**config.mk**
```make
export PLATFORM = sky130hd
export DESIGN_NAME = gpio_masked_port
export DESIGN_NICKNAME = d
export VERILOG_FILES = /design/src/rtl/gpio_mport_pkg.sv /design/src/rtl/gpio_mport_decode.sv /design/src/rtl/gpio_mport_regs.sv /design/src/rtl/gpio_mport_rdata.sv /design/src/rtl/gpio_masked_port.sv
export SDC_FILE = /design/constraint.sdc
export NUM_CORES = 1
export LEC_CHECK = 0
export BUFFER_PORTS_ARGS = -buffer_cell sky130_fd_sc_hd__buf_2
export CAP_MARGIN = 40
export CORE_ASPECT_RATIO = 0.6
export CORE_MARGIN = 2
export CORE_UTILIZATION = 41
export DETAILED_ROUTE_END_ITERATION = 12
export PLACE_DENSITY = 0.91
export SKIP_LAST_GASP = 1
export SLEW_MARGIN = 0
export SYNTH_ARGS = -nofsm -noshare
export SYNTH_HDL_FRONTEND = slang
export SYNTH_SLANG_ARGS = --single-unit
```
**constraint.sdc**
```tcl
create_clock -name clk -period 1.05 [get_ports clk]
set_clock_uncertainty 0.2 [all_clocks]
set_input_delay 0.0525 -clock clk [delete_from_list [all_inputs] [get_ports clk]]
set_output_delay 0.0525 -clock clk [all_outputs]
set_load 0.005 [all_outputs]
```
**src/rtl/gpio_mport_pkg.sv**
```systemverilog
package gpio_mport_pkg;

  localparam int unsigned PORT_PINS = 8;

  typedef logic [PORT_PINS-1:0] pin_vec_t;

  // Pins selected by the address that a read exposes.
  function automatic pin_vec_t f_window_read(pin_vec_t data, pin_vec_t sel);
    return data & sel;
  endfunction

  // Pins a window write may touch: selected and configured as outputs.
  function automatic pin_vec_t f_write_bits(pin_vec_t sel, pin_vec_t dir);
    return sel & dir;
  endfunction

  // Next data value: outputs hold or take the write, inputs track pads.
  function automatic pin_vec_t f_next_data(pin_vec_t data, pin_vec_t dir,
                                           pin_vec_t pads, pin_vec_t wbits,
                                           pin_vec_t wval);
    pin_vec_t outs;
    outs = (data & ~wbits) | (wval & wbits);
    return (outs & dir) | (pads & ~dir);
  endfunction

  // Pin drive: outputs show data, inputs float high.
  function automatic pin_vec_t f_drive(pin_vec_t data, pin_vec_t dir);
    return (data & dir) | ~dir;
  endfunction

endpackage

```
**src/rtl/gpio_mport_decode.sv**
```systemverilog
module gpio_mport_decode #(
  parameter int unsigned ADDR_W = 12,
  parameter int unsigned PINS   = gpio_mport_pkg::PORT_PINS
) (
  input  logic [ADDR_W-1:0] addr,
  input  logic              wr_en,
  input  logic              rd_en,
  output logic              win_wr,
  output logic              win_rd,
  output logic              dir_wr,
  output logic              dir_rd,
  output logic [PINS-1:0]   sel
);
  localparam int unsigned WIN_BITS = PINS + 2;
  localparam logic [ADDR_W-3:0] DIR_WORD = (ADDR_W-2)'(1) << PINS;

  logic in_window;
  logic at_dir;
  logic unused_byte_lanes;

  assign in_window = (addr[ADDR_W-1:WIN_BITS] == '0);
  assign at_dir    = (addr[ADDR_W-1:2] == DIR_WORD);
  assign sel       = addr[WIN_BITS-1:2];
  assign unused_byte_lanes = ^addr[1:0];

  assign win_wr = wr_en & in_window;
  assign win_rd = rd_en & in_window;
  assign dir_wr = wr_en & at_dir;
  assign dir_rd = rd_en & at_dir;

endmodule

```
**src/rtl/gpio_mport_regs.sv**
```systemverilog
module gpio_mport_regs #(
  parameter int unsigned PINS   = gpio_mport_pkg::PORT_PINS,
  parameter int unsigned DATA_W = 32
) (
  input  logic              clk,
  input  logic              rst_n,
  input  logic              win_wr,
  input  logic              dir_wr,
  input  logic [PINS-1:0]   sel,
  input  logic [DATA_W-1:0] wdata,
  input  logic [PINS-1:0]   pin_in,
  output logic [PINS-1:0]   data_q,
  output logic [PINS-1:0]   dir_q,
  output logic [PINS-1:0]   wr_bits
);
  import gpio_mport_pkg::*;

  logic [PINS-1:0] wval;
  logic            unused_wdata_hi;

  assign wval            = wdata[PINS-1:0];
  assign unused_wdata_hi = ^wdata[DATA_W-1:PINS];
  assign wr_bits         = win_wr ? f_write_bits(sel, dir_q) : '0;

  always_ff @(posedge clk or negedge rst_n) begin
    if (!rst_n) begin
      data_q <= '0;
      dir_q  <= '0;
    end else begin
      data_q <= f_next_data(data_q, dir_q, pin_in, wr_bits, wval);
      if (dir_wr) dir_q <= wval;
    end
  end

  // registers come out of reset cleared
  p_reset_clear_r1: assert property (@(posedge clk)
    !rst_n |=> (data_q == '0 && dir_q == '0));

  // input-pin data bits equal the pad level of the previous edge
  p_in_follow_r6: assert property (@(posedge clk) disable iff (!rst_n)
    1'b1 |=> (((data_q ^ $past(pin_in)) & ~$past(dir_q)) == '0));

  // output bits outside the write set hold their value
  p_masked_hold_r3: assert property (@(posedge clk) disable iff (!rst_n)
    1'b1 |=> (((data_q ^ $past(data_q)) & $past(dir_q) & ~$past(wr_bits)) == '0));

  // bits in the write set take the write data
  p_masked_value_r3: assert property (@(posedge clk) disable iff (!rst_n)
    (wr_bits != '0) |=> (((data_q ^ $past(wval)) & $past(wr_bits)) == '0));

  // direction takes the written value
  p_dir_load_r4: assert property (@(posedge clk) disable iff (!rst_n)
    dir_wr |=> (dir_q == $past(wval)));

  // direction changes only through its own offset
  p_dir_hold_r8: assert property (@(posedge clk) disable iff (!rst_n)
    !dir_wr |=> $stable(dir_q));

endmodule

```
**src/rtl/gpio_mport_rdata.sv**
```systemverilog
module gpio_mport_rdata #(
  parameter int unsigned PINS   = gpio_mport_pkg::PORT_PINS,
  parameter int unsigned DATA_W = 32
) (
  input  logic              clk,
  input  logic              rst_n,
  input  logic              win_rd,
  input  logic              dir_rd,
  input  logic [PINS-1:0]   sel,
  input  logic [PINS-1:0]   data_q,
  input  logic [PINS-1:0]   dir_q,
  output logic [DATA_W-1:0] rdata
);
  import gpio_mport_pkg::*;

  always_ff @(posedge clk or negedge rst_n) begin
    if (!rst_n)       rdata <= '0;
    else if (win_rd)  rdata <= DATA_W'(f_window_read(data_q, sel));
    else if (dir_rd)  rdata <= DATA_W'(dir_q);
    else              rdata <= '0;
  end

  // masked read never shows unselected pins or upper bits
  p_win_masked_r2: assert property (@(posedge clk) disable iff (!rst_n)
    win_rd |=> ((rdata & ~DATA_W'($past(sel))) == '0));

  // accesses outside both decodes read zero
  p_unmapped_zero_r8: assert property (@(posedge clk) disable iff (!rst_n)
    (!win_rd && !dir_rd) |=> (rdata == '0));

endmodule

```
**src/rtl/gpio_masked_port.sv**
```systemverilog
module gpio_masked_port #(
  parameter int unsigned ADDR_W = 12,
  parameter int unsigned DATA_W = 32,
  parameter int unsigned PINS   = gpio_mport_pkg::PORT_PINS
) (
  input  logic              clk,
  input  logic              rst_n,
  input  logic              wr_en,
  input  logic              rd_en,
  input  logic [ADDR_W-1:0] addr,
  input  logic [DATA_W-1:0] wdata,
  output logic [DATA_W-1:0] rdata,
  input  logic [PINS-1:0]   pin_in,
  output logic [PINS-1:0]   pin_out
);
  import gpio_mport_pkg::*;

  logic            win_wr, win_rd, dir_wr, dir_rd;
  logic [PINS-1:0] sel, data_q, dir_q, wr_bits;

  gpio_mport_decode #(.ADDR_W(ADDR_W), .PINS(PINS)) u_decode (
    .addr   (addr),
    .wr_en  (wr_en),
    .rd_en  (rd_en),
    .win_wr (win_wr),
    .win_rd (win_rd),
    .dir_wr (dir_wr),
    .dir_rd (dir_rd),
    .sel    (sel)
  );

  gpio_mport_regs #(.PINS(PINS), .DATA_W(DATA_W)) u_regs (
    .clk     (clk),
    .rst_n   (rst_n),
    .win_wr  (win_wr),
    .dir_wr  (dir_wr),
    .sel     (sel),
    .wdata   (wdata),
    .pin_in  (pin_in),
    .data_q  (data_q),
    .dir_q   (dir_q),
    .wr_bits (wr_bits)
  );

  gpio_mport_rdata #(.PINS(PINS), .DATA_W(DATA_W)) u_rdata (
    .clk    (clk),
    .rst_n  (rst_n),
    .win_rd (win_rd),
    .dir_rd (dir_rd),
    .sel    (sel),
    .data_q (data_q),
    .dir_q  (dir_q),
    .rdata  (rdata)
  );

  assign pin_out = f_drive(data_q, dir_q);

  // read data is zero after a cycle without a read strobe
  p_rd_idle_r2: assert property (@(posedge clk) disable iff (!rst_n)
    !rd_en |=> (rdata == '0));

  // pin outputs move only after a write or when an input-side pad moved
  p_out_cause_r7: assert property (@(posedge clk) disable iff (!rst_n)
    (!wr_en && pin_in == $past(pin_in)) |=> $stable(pin_out));

endmodule

```
## Yosys cells after proc, flatten, opt, wreduce, memory -nomap -nowiden

Index checks and enable logic that the tools add are counted.

| word-level totals | value |
|---|---|
| input port bits | 56 |
| output and inout port bits | 40 |
| flip-flop bits (word level) | 48 |

| operators by class | value |
|---|---|
| muxes and demuxes | 3 |
| reduce and logical (&&, ||, !) cells | 1 |
| bitwise gates (word level) | 16 |
| equal/unequal tests | 1 |

Operator list:

| operator | count |
|---|---|
| $and A8 B8 Y8 | 7 |
| $mux W8 | 3 |
| $or A8 B8 Y8 | 3 |
| $not A8 Y8 | 2 |
| $eq A10 B9 Y1 const B | 1 |
| $and A1 B1 Y1 | 4 |
| $logic_not A2 Y1 | 1 |

## Logic depth before layout (Yosys ltp)

| logic depth | value |
|---|---|
| word-level depth | 8 |
| gate-level depth with buffers | 5 |

## Hierarchy

Synthesis repeated with hierarchy kept, for this count alone.

| second synthesis, totals | value |
|---|---|
| cells, all modules | 137 |
| area, all modules | 1,471.4 sq um |

Modules (own cells, without submodules):

| module | times used | seq. area each (sq um) | area an instance (sq um) | cells an instance |
|---|---|---|---|---|
| gpio_mport_regs | 1 | 400.4 | 807.0 | 67 |
| gpio_mport_rdata | 1 | 200.2 | 490.5 | 46 |
| gpio_mport_decode | 1 | 0.0 | 123.9 | 16 |
| gpio_masked_port | 1 | 0.0 | 50.0 | 8 |

## Least setup slack after synthesis

Ideal clock, no wire load.

| timing path | value |
|---|---|
| kind | input to register |
| from | input port addr[4] |
| to | register u_regs.dir_q[0] |
| data arrival time | 1.051 ns |
| path slack | -0.326 ns |
| required time | 0.725 ns |
| path buffers | 0 |
| cell stages on the path | 3 |
| setup time | 0.125 ns |
| path through | nor4_4 -> nand4_4 -> mux2_2 |

| between the ends | value |
|---|---|
| longest elaborated chain between the ends | 2 |

RTL lines:

| element | RTL line | RTL |
|---|---|---|
| from (decl) | gpio_masked_port.sv:10 | `input logic [ADDR_W-1:0] addr,` |
| $eq A10 B9 Y1 | gpio_mport_decode.sv:22 | `assign at_dir = (addr[ADDR_W-1:2] == DIR_WORD);` |
| $and A1 B1 Y1 | gpio_mport_decode.sv:28 | `assign dir_wr = wr_en & at_dir;` |
| to (signal assigned) | gpio_mport_regs.sv:31 | `if (dir_wr) dir_q <= wval;` |
| to (decl) | gpio_mport_regs.sv:13 | `output logic [PINS-1:0] dir_q,` |

No other way between the ends.
A chain may end at the register's enable or synchronous reset.

==> results.json <==
{
  "ir_drop_mv": 0.489,
  "drive_gt1_frac": 0.511,
  "synthAdderAreaFrac": 0,
  "power_mw": 1.98,
  "final_cells": 280,
  "rsz0062_at_grt": "true",
  "path_class": "register to output port",
  "ys_ff_latch": 24,
  "ys_seq_area_frac": 0.430,
  "dpl_worst_slack_ns": -0.358,
  "outcome": "finished with violations",
  "fin_area_um2": 2330,
  "setup_ws_ns": -0.143,
  "layout_common_cells": "buf_2 (34), conb_1 (24), buf_4 (23)",
  "cp_max_fo": 2,
  "ioPinCount": 96,
  "die_w_um": 79.3,
  "avgSynthCellArea_um2": 9.96,
  "min-delay-start": "addr[3]",
  "cp-end-kind": "output port",
  "reg2reg_from": "u_regs.dir_q[3]",
  "drc_errors": 0,
  "gr-total-overflow": 0,
  "post-route-min-period_ns": 1.19,
  "cts_max_level": 1,
  "chipHeight_um": 49.2,
  "cts_tree": "yes",
  "synth_area_um2": 1400,
  "grt_antenna_before_repair": 0,
  "area_growth_pct": 66.8,
  "netlist_instances": 140,
  "dr_total_vias": 1402,
  "dieArea_um2": 3900,
  "setup_viol": 20,
  "post-route-period-util": 1.14,
  "synth_top_family_by_area": "simple AND/OR/NAND/NOR gates",
  "clockRootBuffer": "clkbuf_8",
  "hold_viol": 4,
  "cp-start-kind": "register",
  "synth.mux.area_fraction": 0.0646,
  "p_leak_nw": 1.11,
  "dp.cells": 241,
  "hpwl_mm": 2.69,
  "routabilityCongestion": 0.804,
  "power.density_nw_per_um2": 852,
  "synth_compound_area_frac": 0.122,
  "fmax_ghz": 0.838,
  "ant_nets": 0,
  "synth_warnings": 0,
  "hold_path_class": "input pin to register",
  "grt_max_degree": 25,
  "start_util": 0.428,
  "grtUsageTotal": 0.205,
  "final_common_cell": "buf_2",
  "std_cell_rows": 16,
  "cp_slowest_cell": "dfrtp_1",
  "maxCapViolCount": 0,
  "core-area_um2": 3260,
  "clock-sinks": 24,
  "diodes": 0,
  "synth-xor-area-share": 0,
  "worstPathRequired_ns": 0.80,
  "finalNetCount": 293,
  "violations": "negative hold slack, negative setup slack",
  "clk_path_buf_depth": 2,
  "yosys.cell_types.count": 17,
  "synthSimpleGateAreaFrac": 0.232,
  "cp_cell_sequence": "nand2b_4, buf_2",
  "clkTransAtPathRegs_ns": 0.08,
  "fin_setup_tns_ns": -1.66,
  "routed_via_density": 5.01,
  "cp.arrival_ns": 0.94,
  "utilization": 0.713,
  "drt-total-wl_mm": 4.01,
  "portBuffers": 45,
  "holdWs_ns": -0.0175,
  "dr.pass1.iters": 4,
  "cpPeakStageDelay_ns": 0.41,
  "wl_per_cell_um": 14.3,
  "drt_iter0_drc": 69,
  "cts_inserted_buffers": 3,
  "grt_pass1_wl_mm": 6.13,
  "worstSkewPairLatency_ns": 0.27,
  "grt_pass1_vias": 1299,
  "drv_slew": 0,
  "place_area_um2": 1700
}
synth_stat cells, drive strengths merged:
cell type  count  area, um2
nor4           2       42.5
clkbuf         3       11.3
nor2b          1       6.26
buf           27        195
o31ai          8       60.1
dfrtp         24        601
nand2b         8       50.1
nor2           9       33.8
nand3          8       40.0
a21boi         8       60.1
mux2           8       90.1
nand2          8       30.0
a31oi          8       50.1
conb           1       3.75
nand4         17        121
worst max-delay path, delay by kind of cell (launching register included):
family / cells / cell delay [ns]
buffers and inverters: 1 / 0.12
AND/OR/NAND/NOR: 1 / 0.14
flip-flops: 1 / 0.41
cell families (layout without fill, tap and decap cells):
kind of cell    count (synthesis)  after routing
simple gates                   53             53
buf+inv                        30            102
compound gates                 24             24
flops                          24             24
mux                             8              8
other cells                     1             24
power breakdown:
part / internal [mW] / leakage [nW] / switching (mW) / total [mW]
sequential: 0.949 / 0.304 / 0.0193 / 0.968
combinational: 0.250 / 0.788 / 0.214 / 0.464
clock: 0.257 / 0.0216 / 0.293 / 0.550
total: 1.46 / 1.11 / 0.526 / 1.98
per-layer routing:
metal,track usage,vias to the layer above,share of wire
met3,0.0593,2,0.078
met2,0.333,60,0.47
met4,0.0374,0,0.0035
met1,0.276,684,0.45
li1,-,656,-
met5,0,-,0
repair_timing:
item / CTS / global route
hold buffers: 21 / 1
hold endpoints to repair: 48 / 3
buffers inserted: 8 / 10
gates resized for setup: 17 / 42
setup endpoints to repair: 16 / 28
pin swaps: 0 / 11
layout make-up:
cell class	count	area (um2)
Timing Repair Buffer	99	797
Multi-Input combinational cell	109	823
Clock buffer	3	41.3
Fill cell	255	936
Tap cell	45	56.3
Sequential cell	24	609
worst paths after layout:
check	slack [ns]	to	cells past startpoint
worst max-delay path	-0.14	pin_out[1]	2
worst min-delay path	-0.02	u_rdata.rdata[1]	4
worst max register to register	-0.10	u_regs.dir_q[3]	2
worst min register to register	0.34	register	1
max in group asynchronous	0.31	u_regs.dir_q[0]	3
min in group asynchronous	0.08	async pin	3
(Power assumes the default switching activity.)
